### config.mk
export PLATFORM = sky130hd
export DESIGN_NAME = mpc_sequencer
export DESIGN_NICKNAME = d
export VERILOG_FILES = /design/src/rtl/mpc_pkg.sv /design/src/rtl/mpc_store.sv /design/src/rtl/mpc_dispatch.sv /design/src/rtl/mpc_next.sv /design/src/rtl/mpc_sequencer.sv
export SDC_FILE = /design/constraint.sdc
export NUM_CORES = 1
export LEC_CHECK = 0
export ABC_AREA = 1
export BUFFER_PORTS_ARGS = -buffer_cell sky130_fd_sc_hd__buf_2
export CORE_AREA = 2 2 39 41
export DETAILED_ROUTE_END_ITERATION = 8
export DIE_AREA = 0 0 41 43
export GPL_TIMING_DRIVEN = 0
export PLACE_DENSITY = 0.71
export SKIP_LAST_GASP = 1
export SYNTH_ARGS = -nofsm -noshare
export SYNTH_HDL_FRONTEND = slang
export SYNTH_SLANG_ARGS = --single-unit
### constraint.sdc
create_clock -name clk -period 1.2 [get_ports clk]
set_input_delay 0 -clock clk [delete_from_list [all_inputs] [get_ports clk]]
set_output_delay 0 -clock clk [all_outputs]
set_load 0.02 [all_outputs]
### src/rtl/mpc_pkg.sv
package mpc_pkg;

  localparam int OPC_W = 6;
  localparam int MC_AW = 4;

  typedef enum logic [1:0] {
    SQ_FETCH = 2'b00,
    SQ_DISP1 = 2'b01,
    SQ_DISP2 = 2'b10,
    SQ_NEXT  = 2'b11
  } seq_e;

  typedef struct packed {
    logic       pc_load;
    logic       pc_load_if_zero;
    logic       mem_addr_from_alu;
    logic       mem_read;
    logic       mem_write;
    logic       instr_load;
    logic       wb_from_mem;
    logic       dest_from_rd;
    logic       rf_write;
    logic       alu_a_reg;
    logic [1:0] alu_b_sel;
    logic [1:0] alu_mode;
    logic [1:0] pc_next_sel;
  } ctl_t;

  typedef struct packed {
    ctl_t ctl;
    seq_e seq;
  } uword_t;

  typedef struct packed {
    logic             hit;
    logic [MC_AW-1:0] tgt;
  } disp_t;

  localparam logic [MC_AW-1:0] UA_FETCH  = 4'd0;
  localparam logic [MC_AW-1:0] UA_DECODE = 4'd1;
  localparam logic [MC_AW-1:0] UA_MADDR  = 4'd2;
  localparam logic [MC_AW-1:0] UA_LRD    = 4'd3;
  localparam logic [MC_AW-1:0] UA_LWB    = 4'd4;
  localparam logic [MC_AW-1:0] UA_SWR    = 4'd5;
  localparam logic [MC_AW-1:0] UA_REXE   = 4'd6;
  localparam logic [MC_AW-1:0] UA_RWB    = 4'd7;
  localparam logic [MC_AW-1:0] UA_BEQ    = 4'd8;
  localparam logic [MC_AW-1:0] UA_JMP    = 4'd9;

  localparam logic [OPC_W-1:0] OP_RTYPE = 6'b000000;
  localparam logic [OPC_W-1:0] OP_LOAD  = 6'b100011;
  localparam logic [OPC_W-1:0] OP_STORE = 6'b101011;
  localparam logic [OPC_W-1:0] OP_BEQ   = 6'b000100;
  localparam logic [OPC_W-1:0] OP_JUMP  = 6'b000010;

  function automatic ctl_t ctl_idle();
    ctl_t c;
    c = '0;
    return c;
  endfunction

  // Microprogram contents, one word per micro-address.
  function automatic uword_t uword_at(input int unsigned a);
    uword_t w;
    w.ctl = ctl_idle();
    w.seq = SQ_FETCH;
    case (a)
      0: begin
        w.ctl.mem_read   = 1'b1;
        w.ctl.instr_load = 1'b1;
        w.ctl.pc_load    = 1'b1;
        w.ctl.alu_b_sel  = 2'b01;
        w.seq            = SQ_NEXT;
      end
      1: begin
        w.ctl.alu_b_sel = 2'b11;
        w.seq           = SQ_DISP1;
      end
      2: begin
        w.ctl.alu_a_reg = 1'b1;
        w.ctl.alu_b_sel = 2'b10;
        w.seq           = SQ_DISP2;
      end
      3: begin
        w.ctl.mem_read          = 1'b1;
        w.ctl.mem_addr_from_alu = 1'b1;
        w.seq                   = SQ_NEXT;
      end
      4: begin
        w.ctl.rf_write    = 1'b1;
        w.ctl.wb_from_mem = 1'b1;
      end
      5: begin
        w.ctl.mem_write         = 1'b1;
        w.ctl.mem_addr_from_alu = 1'b1;
      end
      6: begin
        w.ctl.alu_a_reg = 1'b1;
        w.ctl.alu_mode  = 2'b10;
        w.seq           = SQ_NEXT;
      end
      7: begin
        w.ctl.rf_write     = 1'b1;
        w.ctl.dest_from_rd = 1'b1;
      end
      8: begin
        w.ctl.alu_a_reg       = 1'b1;
        w.ctl.alu_mode        = 2'b01;
        w.ctl.pc_load_if_zero = 1'b1;
        w.ctl.pc_next_sel     = 2'b01;
      end
      9: begin
        w.ctl.pc_load     = 1'b1;
        w.ctl.pc_next_sel = 2'b10;
      end
      default: begin
        w.seq = SQ_FETCH;
      end
    endcase
    return w;
  endfunction

  // First dispatch: instruction class to routine entry.
  function automatic disp_t disp1_lookup(input logic [OPC_W-1:0] op);
    disp_t d;
    d.hit = 1'b1;
    case (op)
      OP_RTYPE:          d.tgt = UA_REXE;
      OP_LOAD, OP_STORE: d.tgt = UA_MADDR;
      OP_BEQ:            d.tgt = UA_BEQ;
      OP_JUMP:           d.tgt = UA_JMP;
      default: begin
        d.hit = 1'b0;
        d.tgt = UA_FETCH;
      end
    endcase
    return d;
  endfunction

  // Second dispatch: load versus store.
  function automatic disp_t disp2_lookup(input logic [OPC_W-1:0] op);
    disp_t d;
    d.hit = 1'b1;
    case (op)
      OP_LOAD:  d.tgt = UA_LRD;
      OP_STORE: d.tgt = UA_SWR;
      default: begin
        d.hit = 1'b0;
        d.tgt = UA_FETCH;
      end
    endcase
    return d;
  endfunction

endpackage

### src/rtl/mpc_store.sv
module mpc_store
  import mpc_pkg::*;
#(
  parameter int UADDR_W = 4
) (
  input  logic [UADDR_W-1:0] upc,
  output uword_t             word
);

  localparam int DEPTH = 1 << UADDR_W;

  uword_t rom [DEPTH];

  for (genvar i = 0; i < DEPTH; i++) begin : g_word
    assign rom[i] = uword_at(i);
  end

  assign word = rom[upc];

endmodule

### src/rtl/mpc_dispatch.sv
module mpc_dispatch
  import mpc_pkg::*;
#(
  parameter int UADDR_W = 4
) (
  input  logic [OPC_W-1:0]   opcode,
  output logic [UADDR_W-1:0] d1_tgt,
  output logic               d1_hit,
  output logic [UADDR_W-1:0] d2_tgt,
  output logic               d2_hit
);

  disp_t t1;
  disp_t t2;

  always_comb begin
    t1 = disp1_lookup(opcode);
    t2 = disp2_lookup(opcode);
  end

  assign d1_hit = t1.hit;
  assign d2_hit = t2.hit;
  assign d1_tgt = UADDR_W'(t1.tgt);
  assign d2_tgt = UADDR_W'(t2.tgt);

endmodule

### src/rtl/mpc_next.sv
module mpc_next
  import mpc_pkg::*;
#(
  parameter int UADDR_W = 4
) (
  input  logic [UADDR_W-1:0] upc,
  input  seq_e               seq,
  input  logic [UADDR_W-1:0] d1_tgt,
  input  logic [UADDR_W-1:0] d2_tgt,
  output logic [UADDR_W-1:0] upc_nxt
);

  function automatic logic [UADDR_W-1:0] step_up(input logic [UADDR_W-1:0] a);
    return a + 1'b1;
  endfunction

  logic [UADDR_W-1:0] upc_inc;
  assign upc_inc = step_up(upc);

  always_comb begin
    case (seq)
      SQ_NEXT:  upc_nxt = upc_inc;
      SQ_DISP1: upc_nxt = d1_tgt;
      SQ_DISP2: upc_nxt = d2_tgt;
      default:  upc_nxt = UADDR_W'(UA_FETCH);
    endcase
  end

endmodule

### src/rtl/mpc_sequencer.sv
module mpc_sequencer
  import mpc_pkg::*;
#(
  parameter int UADDR_W = 4
) (
  input  logic             clk,
  input  logic             rst_n,
  input  logic [5:0]       opcode,
  output logic             pc_load,
  output logic             pc_load_if_zero,
  output logic             mem_addr_from_alu,
  output logic             mem_read,
  output logic             mem_write,
  output logic             instr_load,
  output logic             wb_from_mem,
  output logic             dest_from_rd,
  output logic             rf_write,
  output logic             alu_a_reg,
  output logic [1:0]       alu_b_sel,
  output logic [1:0]       alu_mode,
  output logic [1:0]       pc_next_sel
);

  logic [UADDR_W-1:0] upc_q;
  logic [UADDR_W-1:0] upc_d;
  uword_t             word;
  seq_e               seq_sel;
  logic [UADDR_W-1:0] d1_tgt;
  logic [UADDR_W-1:0] d2_tgt;
  logic               d1_hit;
  logic               d2_hit;

  mpc_store #(.UADDR_W(UADDR_W)) u_store (
    .upc  (upc_q),
    .word (word)
  );

  mpc_dispatch #(.UADDR_W(UADDR_W)) u_disp (
    .opcode (opcode),
    .d1_tgt (d1_tgt),
    .d1_hit (d1_hit),
    .d2_tgt (d2_tgt),
    .d2_hit (d2_hit)
  );

  assign seq_sel = word.seq;

  mpc_next #(.UADDR_W(UADDR_W)) u_next (
    .upc     (upc_q),
    .seq     (seq_sel),
    .d1_tgt  (d1_tgt),
    .d2_tgt  (d2_tgt),
    .upc_nxt (upc_d)
  );

  always_ff @(posedge clk or negedge rst_n) begin
    if (!rst_n) upc_q <= '0;
    else        upc_q <= upc_d;
  end

  assign pc_load           = word.ctl.pc_load;
  assign pc_load_if_zero   = word.ctl.pc_load_if_zero;
  assign mem_addr_from_alu = word.ctl.mem_addr_from_alu;
  assign mem_read          = word.ctl.mem_read;
  assign mem_write         = word.ctl.mem_write;
  assign instr_load        = word.ctl.instr_load;
  assign wb_from_mem       = word.ctl.wb_from_mem;
  assign dest_from_rd      = word.ctl.dest_from_rd;
  assign rf_write          = word.ctl.rf_write;
  assign alu_a_reg         = word.ctl.alu_a_reg;
  assign alu_b_sel         = word.ctl.alu_b_sel;
  assign alu_mode          = word.ctl.alu_mode;
  assign pc_next_sel       = word.ctl.pc_next_sel;

endmodule

==> summary.md, run 1 <==
| Metric | Value |
|---|---|
| Count of flip-flops with a built-in enable after synthesis | 0 |
| Worst min-delay path class | input port to asynchronous set/reset pin |
| Total nets after synthesis | 109 |
| Async set-or-reset flop fraction in the synthesized netlist | 1.00 |
| Number of detailed-route iterations in the first pass | 5 |
| Placed cells | 133 |
| Unrepaired setup endpoints after global routing | true |
| H-Tree Depth | 1 |
| Worst path max stage delay | 400 ps |
| Biggest register | upc_q |
| Fraction of layout instances using a drive strength above 1 | 0.578 |
| Via count | 725 |
| Layout net count | 145 |
| TritonCTS clock tree | built |
| Buffer and inverter count on the worst path | 3 |
| Startpoint-to-endpoint class of the critical path | flop to primary output |
| Final weighted congestion of routability-driven global placement | 0.798 |
| Top_reg_cell synth | sky130_fd_sc_hd__dfrtp_1 |
| Clock network fraction of design power | 0.066 |
| Biggest registers after layout | upc_q (4) |
| Slew of the pin with the lowest slew margin | 204 ps |
| Number of nets with antenna violations after detailed routing | 0 |
| Peak ir drop on the vdd network | 1.09 mV |
| Utilization after layout | 0.723 |
| Diode insertion count for antenna repair | 0 |
| GR Util All Layers | 0.198 |
| Fmax achieved | 736 MHz |
| Detail-routed net length per standard cell | 12.4 µm |
| Total number of yosys warnings | 0 |
| Floorplan die area | 1760 µm² |
| Post-synthesis area per instance | 5.82 µm² |
| Rows | 14 |
| Number of fillers in the final layout | 93 |
| Complex-gate fraction of the synthesized area | 0.0412 |
| Slack of the critical path | -159 ps |
| DRC violations left | 0 |
| Synthesized-area fraction occupied by xor and xnor cells | 0 |
| Share of Yosys cell area claimed by the top area cell type | 0.183 |
| Post-synthesis adder-cell area fraction | 0.160 |
| I/O pin total | 24 |
| Source of the critical timing path | upc_q[1] |
| Max Cap Violations | 0 |
| Element type at the critical path start | flop |
| Switching share of power | 0.519 |
| CTS sink count | 4 |
| Starting Density | 0.395 |
| Number of buffers inserted by port buffering | 23 |
| Power share of the combinational group | 0.825 |
| Synthesized cell area | 547 µm² |
| Total power divided by cell area | 2610 nW/µm² |
| Data arrival time of the critical path | 1360 ps |
| Sequential Area | 104 µm² |
| Required time of the critical path | 1200 ps |
| Post-DR vias/cell | 5.03 |
| Post-layout instance count excluding filler cells | 144 |
| Pin count of the biggest net entering global routing | 7 |
| Vertical die dimension | 43 µm |
| Worst slew margin relative to its limit | 0.863 |
| Reg power frac | 0.109 |
| Worst R2R Start | upc_q[1] |
| Biggest fanout along the worst timing path | 3 |
| Clock skew after layout | 10.5 ps |
| Vias in the first global route | 630 |
| Maximum clock insertion buffer count | 2 |
| Cell at the slowest stage of the critical path | sky130_fd_sc_hd__dfrtp_1 |
| Post-route clock period utilization | 1.13 |
| Outcome | finished, violations left |
| Die width | 41 µm |
| Fin. Hold Viols | 0 |
| Layout Area Growth over Synthesis | 83.1% |
| Failing checks | setup timing |
| Largest area contributor in the netlist | sky130_fd_sc_hd__dfrtp_1 |
| Top cells by instance count after synthesis | sky130_fd_sc_hd__nor2_1 (20), sky130_fd_sc_hd__inv_1 (19), sky130_fd_sc_hd__nand2_1 (19), sky130_fd_sc_hd__nand3_1 (10), sky130_fd_sc_hd__ha_1 (7) |
| Slew Viols, Final | 0 |
| Min cycle time layout | 1360 ps |
| Total clock buffers created by CTS | 3 |
| Combinational family with the most area after synthesis | simple AND/OR/NAND/NOR gates |
| Sequential cell area fraction in the yosys report | 0.183 |
| Flip-flop and latch count after synthesis | 4 |
| Combined area of the multi-input logic cells | 503 µm² |
| Number of flip-flops in the largest register | 4 |
| Critical Path Sink Type | primary output |
| Initial antenna violation count | 0 |
| Simple-gate share of the synthesized area | 0.444 |
| First-pass GRT wire length | 2460 µm |
| Net Switching | 0.00136 W |
| Multiplexer share of the synthesized area | 0 |
| Final HPWL DP | 1010 µm |
| Design Power | 0.00262 W |
| Pint | 0.00126 W |
| Total routed wirelength | 1780 µm |
| Kind of cell adding the most delay to the critical path | flip-flops |
| Clock tree root driver cell | sky130_fd_sc_hd__clkbuf_4 |
| Final-report setup violation count | 19 |
| Cell with the most instances after synthesis | sky130_fd_sc_hd__nor2_1 |
| Latest clock arrival within the worst-skew pair | 240 ps |
| Overflow after GRT | 0 |
| Cell-by-cell trace of the critical path | buf_4 -> ha_2 -> nand3_4 -> inv_1 -> buf_2 |
| Number of different library cells in the post-synthesis netlist | 15 |
| Clock-pin transition on the worst setup and hold timing paths | 40 ps |
| Ranking of synthesized cells by area | sky130_fd_sc_hd__dfrtp_1 (18%), sky130_fd_sc_hd__ha_1 (16%), sky130_fd_sc_hd__nor2_1 (14%) |
| Post-synthesis cell count | 94 |
| Area of the placeable core | 1380 µm² |
| Lkg Pwr | 0.530 nW |
| Number of DRC violations after detailed-routing iteration 0 | 7 |
## power groups by stage
stage	registers (W)	logic (W)	clock network (W)
after detailed placement	0.000259	0.00119	0
after global routing	0.000291	0.00232	0.000177
after CTS	0.000260	0.00164	0.000177
final	0.000285	0.00216	0.000173
after global placement	0.000257	0.00118	0
after floorplan	0.000239	0.000876	0
## layout by cell type, fill, tap and decap left out, types with 2 or more instances in the layout
master / count
sky130_fd_sc_hd__nand2_1: 15
sky130_fd_sc_hd__nor2_1: 14
sky130_fd_sc_hd__inv_1: 12
sky130_fd_sc_hd__buf_4: 12
sky130_fd_sc_hd__buf_2: 10
sky130_fd_sc_hd__buf_6: 10
sky130_fd_sc_hd__inv_2: 6
sky130_fd_sc_hd__nand3_2: 6
sky130_fd_sc_hd__nand3_1: 4
sky130_fd_sc_hd__nand2_2: 4
sky130_fd_sc_hd__nor2_2: 4
sky130_fd_sc_hd__ha_4: 4
sky130_fd_sc_hd__nor2_4: 3
sky130_fd_sc_hd__clkbuf_4: 3
sky130_fd_sc_hd__dfrtp_2: 3
sky130_fd_sc_hd__inv_4: 2
sky130_fd_sc_hd__nand4_1: 2
sky130_fd_sc_hd__nand2_4: 2
sky130_fd_sc_hd__ha_1: 2
## kinds of logic (layout without fill, tap and decap cells)
logic type	Yosys count	in the layout
DFF	4	4
and+or+nand+nor	56	56
buffers and inverters	23	57
adders and majority gates	7	7
AOI/OAI and AO/OA	4	4
## timing repair
action / 4_1_cts / 5_1_grt
pin swaps: 9 / 8
endpoints found under the setup margin: 20 / 20
endpoints found under the hold margin: 4 / 0
setup buffers: 5 / 2
hold buffers: 1 / 0
resized for setup: 32 / 35
## metrics by stage
step,instance area (µm²),setup slack (ps),TNS [ps],hold slack [ps]
2_1_floorplan,554,69.2,0,-296
5_1_grt,1000,-219,-2890,148
3_5_place_dp,689,-71.7,-343,-195
3_3_place_gp,689,-66.1,-303,-197
6_report,1000,-159,-1700,122
4_1_cts,862,-104,-1300,85.9
## worst reg2reg max path, cell delays in order, from the launching register on
cell	delay [ps]
sky130_fd_sc_hd__dfrtp_1	420
sky130_fd_sc_hd__inv_2	140
sky130_fd_sc_hd__buf_6	120
sky130_fd_sc_hd__ha_4	120
sky130_fd_sc_hd__inv_2	40
sky130_fd_sc_hd__nand2_2	90
sky130_fd_sc_hd__nand2_4	80
sky130_fd_sc_hd__nand3_2	80
sky130_fd_sc_hd__nand3_2	60
## final timing paths
check	end	slack, ps	cells after the start
worst max-delay path	alu_mode[1]	-160	5
max in group asynchronous	upc_q[2]	940	2
min in group clk	upc_q[2]	160	5
worst min-delay path	upc_q[1]	120	2
worst max register to register	upc_q[0]	-80	8
worst min register to register	upc_q[3]	770	4
## layout make-up
| type | instances | area share |
|---|---|---|
| Clock buffer | 3 | 0.0225 |
| Tap cell | 16 | 0.0200 |
| Timing Repair Buffer | 31 | 0.248 |
| Inverter | 21 | 0.0888 |
| Multi-Input combinational cell | 67 | 0.502 |
| Buffer | 2 | 0.0150 |
| Sequential cell | 4 | 0.104 |
## layer usage
metal	track usage	up-vias	routed length [µm]
met4	0.0600	0	19
li1	-	354	-
met5	0	-	0
met3	0.0209	4	106
met1	0.206	329	693
met2	0.375	38	960
No activity file was read; power rests on OpenSTA's default activity.
==> run 2: changes to the inputs <==
- RECOVER_POWER: unset -> 100
- clock period: 1.2 -> 1.3 ns (I/O delays scaled with it)
==> run 2 against run 1 <==
Net effect: the run still ends with setup timing left; critical path type unchanged; critical endpoint is now pc_next_sel[0]; largest cell class unchanged; wire length shrank 18%; utilization decreased by 8.8 points; register-to-register slack improved by 90 ps; cell area fell by 12%.
==> summary.md, run 2 (same netlist as run 1, synthesis figures left out) <==
| Metric | Value |
|---|---|
| Outcome | finished, violations left |
| Failing checks | setup timing |
| Peak ir drop on the vdd network | 0.737 mV (-32%) |
| Worst slew margin relative to its limit | 0.858 (-0.00507) |
| Pint | 0.000897 W (-29%) |
| Clock tree root driver cell | sky130_fd_sc_hd__clkbuf_4 |
| Number of nets with antenna violations after detailed routing | 0 (unchanged) |
| Biggest registers after layout | upc_q (4) |
| Clock-pin transition on the worst setup and hold timing paths | 40 ps (about the same) |
| Required time of the critical path | 1300 ps (+100 ps) |
| Area after detailed placement | 684 µm² (-0.73%) |
| Area of the placeable core | 1380 µm² (unchanged) |
| Starting Density | 0.395 (unchanged) |
| Min cycle time layout | 1330 ps |
| Vias in the first global route | 555 (-12%) |
| Reg power frac | 0.131 (+0.022) |
| I/O pin total | 24 (unchanged) |
| Startpoint-to-endpoint class of the critical path | flop to primary output |
| Switching share of power | 0.533 (+0.0148) |
| Clock skew after layout | 4.28 ps (-6.18 ps) |
| Source of the critical timing path | upc_q[0] |
| Element type at the critical path start | flop |
| Layout net count | 142 (-2.1%) |
| TritonCTS clock tree | built |
| Number of DRC violations after detailed-routing iteration 0 | 5 (-2) |
| Diode insertion count for antenna repair | 0 (unchanged) |
| Net Switching | 0.00102 W (-24%) |
| Post-DR vias/cell | 4.67 (-7.3%) |
| Overflow after GRT | 0 (unchanged) |
| Commonest cells after routing, fill and taps aside | sky130_fd_sc_hd__nor2_1 (18), sky130_fd_sc_hd__nand2_1 (17), sky130_fd_sc_hd__inv_1 (12) |
| Pin count of the biggest net entering global routing | 7 (unchanged) |
| Power share of the combinational group | 0.791 (-0.034) |
| Utilization after layout | 0.636 (-0.0877) |
| Slew Viols, Final | 0 (unchanged) |
| Clock network fraction of design power | 0.079 (+0.013) |
| Final instance area | 880 µm² (-12%) |
| Total clock buffers created by CTS | 3 (unchanged) |
| Number of flip-flops in the largest register | 4 (unchanged) |
| Fin. Hold Viols | 0 (unchanged) |
| Total power divided by cell area | 2180 nW/µm² (-16%) |
| Last element of the critical path | pc_next_sel[0] |
| Data arrival time of the critical path | 1330 ps (-30 ps) |
| Slack of the critical path | -26.6 ps (+132 ps) |
| H-Tree Depth | 1 (unchanged) |
| Unrepaired setup endpoints after global routing | true |
| Register-to-Register Setup Slack | 10 ps (+90 ps) |
| Detail-routed net length per standard cell | 10.3 µm (-16%) |
| Max Cap Violations | 0 (unchanged) |
| Post-route clock period utilization | 1.02 |
| Final weighted congestion of routability-driven global placement | 0.799 (+0.10%) |
| Die width | 41 µm (unchanged) |
| Final-report setup violation count | 5 (-14) |
| Fraction of layout instances using a drive strength above 1 | 0.448 (-0.130) |
| Final HPWL DP | 1010 µm (-0.29%) |
| Maximum clock insertion buffer count | 2 (unchanged) |
| Critical Path Sink Type | primary output |
| Rows | 14 (unchanged) |
| Biggest fanout along the worst timing path | 5 (+2) |
| Post-Place Worst Slack | 34.3 ps (+106 ps) |
| Via count | 658 (-9.2%) |
| Lkg Pwr | 0.488 nW (-7.9%) |
| Fmax achieved | 754 MHz |
| Total routed wirelength | 1460 µm (-18%) |
| Layout Area Growth over Synthesis | 60.9% |
| Slew of the pin with the lowest slew margin | 213 ps (+9.17 ps) |
| Biggest register | upc_q |
| Number of cells on the worst reg-to-reg path | 7 (-1) |
| Worst min-delay path class | input port to asynchronous set/reset pin |
| Vertical die dimension | 43 µm (unchanged) |
| Worst hold slack | 125 ps (+2.46 ps) |
| DRC violations left | 0 (unchanged) |
| Latest clock arrival within the worst-skew pair | 230 ps (about the same) |
| Number of detailed-route iterations in the first pass | 4 (-1) |
| CTS sink count | 4 (unchanged) |
| Initial antenna violation count | 0 (unchanged) |
| GR Util All Layers | 0.159 (-0.0385) |
| Worst R2R Start | upc_q[1] |
| Most common cell after layout, fill and taps aside | sky130_fd_sc_hd__nor2_1 |
| Total negative setup slack | -58.3 ps (+1640 ps) |
| Floorplan die area | 1760 µm² (unchanged) |
| Number of buffers inserted by port buffering | 23 (unchanged) |
| First-pass GRT wire length | 2020 µm (-18%) |
| R2r endpoint | upc_q[1] |
run 2: final cells by class:
| type | instances | area (µm²) |
|---|---|---|
| Buffer | 2 | 22.5 |
| Tap cell | 16 | 20.0 |
| Fill cell | 116 | 504 |
| Multi-Input combinational cell | 67 | 433 |
| Sequential cell | 4 | 104 |
| Timing Repair Buffer | 28 | 194 |
| Inverter | 21 | 83.8 |
| Clock buffer | 3 | 22.5 |
run 2: through the flow:
step                instances  power, W
floorplan                  94   0.00102
global placement          133   0.00132
detailed placement        133   0.00133
CTS                       140   0.00162
global route              141   0.00207
finish                    141   0.00192
run 2: power groups by stage:
stage	Clock (W)	Combinational [W]	Sequential (W)
floorplan	0	0.000798	0.000221
global placement	0	0.00108	0.000237
detailed placement	0	0.00109	0.000237
CTS	0.000153	0.00123	0.000233
global route	0.000168	0.00165	0.000256
finish	0.000151	0.00152	0.000251
run 2: worst min path at each step:
| stage | start | endpoint |
|---|---|---|
| after floorplan | rst_n | upc_q[0] |
| after detailed placement | rst_n | upc_q[3] |
| after CTS | rst_n | upc_q[3] |
| after global routing | rst_n | upc_q[3] |
| final | rst_n | upc_q[3] |
| after global placement | rst_n | upc_q[3] |
run 2: layer usage:
layer,track usage,vias to the layer above,share of wire
li1,-,353,-
met1,0.166,277,0.39
met2,0.316,26,0.55
met3,0.0157,2,0.055
met4,0.0200,0,0.0062
met5,0,-,0
run 2: repair_timing:
| item | CTS | global route |
|---|---|---|
| endpoints found under the setup margin | 13 | 18 |
| buffers inserted | 3 | 1 |
| hold buffers | 1 | 0 |
| resized for setup | 16 | 30 |
| hold endpoints to repair | 4 | 0 |
| pin swaps | 3 | 6 |
run 2: worst max-delay path, cell delays in order (launching register included):
cell and delay, ps:
sky130_fd_sc_hd__dfrtp_1 410, sky130_fd_sc_hd__inv_2 140, sky130_fd_sc_hd__ha_4 150, sky130_fd_sc_hd__inv_4 40, sky130_fd_sc_hd__nor2_4 140, sky130_fd_sc_hd__buf_6 110, sky130_fd_sc_hd__buf_6 100
==> run 3: changes to the inputs <==
- CORE_AREA: 2 2 39 41 -> 2 2 40 42
- DIE_AREA: 0 0 41 43 -> 0 0 42 44
- PLACE_DENSITY: 0.71 -> 0.73
- RECOVER_POWER: 100 -> unset
- SYNTH_HIERARCHICAL: unset -> 1
- clock period: 1.3 -> 1.5 ns (I/O delays scaled with it)
==> run 3 against run 2 <==
Net effect: the run now ends clean; area after synthesis up 11%; critical path type unchanged; combinational power down 28%; power down 24%; global-route usage down 1.5 points.
==> summary.md, run 3 <==
| Metric | Value |
|---|---|
| Outcome | complete, no violations |
| Data arrival time of the critical path | 1380 ps (+50 ps) |
| Clock skew after layout | 7.13 ps (+2.85 ps) |
| Clock-pin transition on the worst setup and hold timing paths | 40 ps (about the same) |
| Min cycle time layout | 1380 ps |
| Required time of the critical path | 1500 ps (+200 ps) |
| Total nets after synthesis | 118 (+8.3%) |
| Design Power | 0.00145 W (-24%) |
| Die width | 42 µm (+2.4%) |
| First-pass GRT wire length | 2120 µm (+4.8%) |
| Post-DR vias/cell | 4.61 (-1.1%) |
| Overflow after GRT | 0 (unchanged) |
| Pin count of the biggest net entering global routing | 12 (+5) |
| Synthesized cell area | 608 µm² (+11%) |
| Slack of the critical path | 117 ps (+143 ps) |
| Layout net count | 151 (+6.3%) |
| Final weighted congestion of routability-driven global placement | 0.820 (+2.6%) |
| Fraction of layout instances using a drive strength above 1 | 0.381 (-0.0674) |
| Worst min-delay path class | input port to flop |
| Rows | 14 (unchanged) |
| R2r endpoint | upc_q[2] |
| Total power divided by cell area | 1780 nW/µm² (-18%) |
| Total number of yosys warnings | 6 (+6) |
| Final HPWL DP | 1040 µm (+2.9%) |
| Number of cells on the worst reg-to-reg path | 7 (unchanged) |
| Register-to-Register Setup Slack | 140 ps (+130 ps) |
| Post-Place Worst Slack | -111 ps (-146 ps) |
| Via count | 692 (+5.2%) |
| Biggest register | upc_q |
| Final-report setup violation count | 0 (-5) |
| H-Tree Depth | 1 (unchanged) |
| Total routed wirelength | 1310 µm (-10%) |
| Fin. Hold Viols | 0 (unchanged) |
| Commonest cells after routing, fill and taps aside | sky130_fd_sc_hd__buf_2 (23), sky130_fd_sc_hd__inv_1 (19), sky130_fd_sc_hd__nand2_1 (19), sky130_fd_sc_hd__nand3_1 (19), sky130_fd_sc_hd__nor2_1 (13) |
| Vias in the first global route | 551 (-0.72%) |
| Layout Area Growth over Synthesis | 34.2% |
| Most common cell after layout, fill and taps aside | sky130_fd_sc_hd__buf_2 |
| Number of buffers inserted by port buffering | 23 (unchanged) |
| TritonCTS clock tree | built |
| Maximum clock insertion buffer count | 2 (unchanged) |
| CTS sink count | 4 (unchanged) |
| Starting Density | 0.429 (+0.0335) |
| Fmax achieved | 723 MHz |
| Number of DRC violations after detailed-routing iteration 0 | 3 (-2) |
| Area of the placeable core | 1420 µm² (+2.5%) |
| Element type at the critical path start | flop |
| Detail-routed net length per standard cell | 8.70 µm (-16%) |
| Biggest fanout along the worst timing path | 5 (unchanged) |
| Number of detailed-route iterations in the first pass | 4 (unchanged) |
| Latest clock arrival within the worst-skew pair | 240 ps (about the same) |
| I/O pin total | 24 (unchanged) |
| Post-synthesis area per instance | 5.90 µm² (+1.5%) |
| Biggest registers after layout | upc_q (4) |
| Peak ir drop on the vdd network | 0.605 mV (-18%) |
| Max Cap Violations | 0 (unchanged) |
| Diode insertion count for antenna repair | 0 (unchanged) |
| Slew Viols, Final | 0 (unchanged) |
| Startpoint-to-endpoint class of the critical path | flop to primary output |
| Initial antenna violation count | 0 (unchanged) |
| Lkg Pwr | 0.564 nW (+16%) |
| GR Util All Layers | 0.144 (-0.0153) |
| Post-synthesis cell count | 103 (+9.6%) |
| DRC violations left | 0 (unchanged) |
| Floorplan die area | 1850 µm² (+4.8%) |
| Source of the critical timing path | upc_q[1] |
| Unrepaired setup endpoints after global routing | false |
| Clock tree root driver cell | sky130_fd_sc_hd__clkbuf_4 |
| Critical Path Sink Type | primary output |
| Post-route clock period utilization | 0.922 |
| Number of flip-flops in the largest register | 4 (unchanged) |
| Total clock buffers created by CTS | 3 (unchanged) |
| Last element of the critical path | alu_mode[0] |
| Number of nets with antenna violations after detailed routing | 0 (unchanged) |
| Number of fillers in the final layout | 133 (+15%) |
| Startpoint of the most critical hold path | opcode[3] |
| Vertical die dimension | 44 µm (+2.3%) |
| Worst R2R Start | upc_q[3] |
## run 3: how the worst min path moves through the flow
stage                     slack (ps)  endpoint  cells past startpoint
after detailed placement        -190  upc_q[3]                      1
after global routing             140  upc_q[3]                      2
after global placement          -200  upc_q[3]                      1
after CTS                         90  upc_q[3]                      2
final                            110  upc_q[1]                      4
after floorplan                 -300  upc_q[0]                      0
## run 3: final cells by class
type,count,area (µm²),share of cell area
sequential,4,103,0.126
clock buffer,3,22.5,0.0276
multi-input combinational,70,392,0.480
buffer,4,30.0,0.0368
inverter,25,93.8,0.115
timing repair buffer,28,155,0.190
tap,16,20.0,0.0245
## run 3: timing repair
action	CTS	global route
setup buffers	2	2
endpoints found under the hold margin	4	0
hold buffers	1	0
pin swaps	0	1
setup endpoints to repair	8	7
resized for setup	2	6
## run 3: power by group
group          total, W  switching [W]  internal, W
logic           0.00109       0.000689     0.000404
clock network  0.000133      0.0000439    0.0000894
registers      0.000227      0.0000759     0.000151
total           0.00145       0.000808     0.000644
## run 3: per-stage QoR
step                TNS (ps)  hold slack, ps  cells   util  cell area (µm²)
global placement        -153            -197    142  0.524              743
global route               0             141    150  0.575              816
detailed placement      -262            -189    142  0.524              743
CTS                        0            92.2    148  0.559              793
finish                     0             114    150  0.575              816
floorplan                  0            -296    103      -              608
## run 3: layer usage
layer / wire [µm] / up-vias / track usage / share of wire
met4: 16 / 0 / 0.0581 / 0.012
met2: 702 / 29 / 0.291 / 0.54
li1: - / 372 / - / -
met5: 0 / - / 0 / 0
met1: 504 / 289 / 0.159 / 0.39
met3: 81 / 2 / 0 / 0.062
## run 3: critical path: stages, from the launching register on
cell and delay, ps:
sky130_fd_sc_hd__dfrtp_2 430, sky130_fd_sc_hd__inv_2 80, sky130_fd_sc_hd__ha_1 190, sky130_fd_sc_hd__nand3_1 120, sky130_fd_sc_hd__inv_2 90, sky130_fd_sc_hd__buf_4 90
sky130_fd_sc_hd__buf_2 140
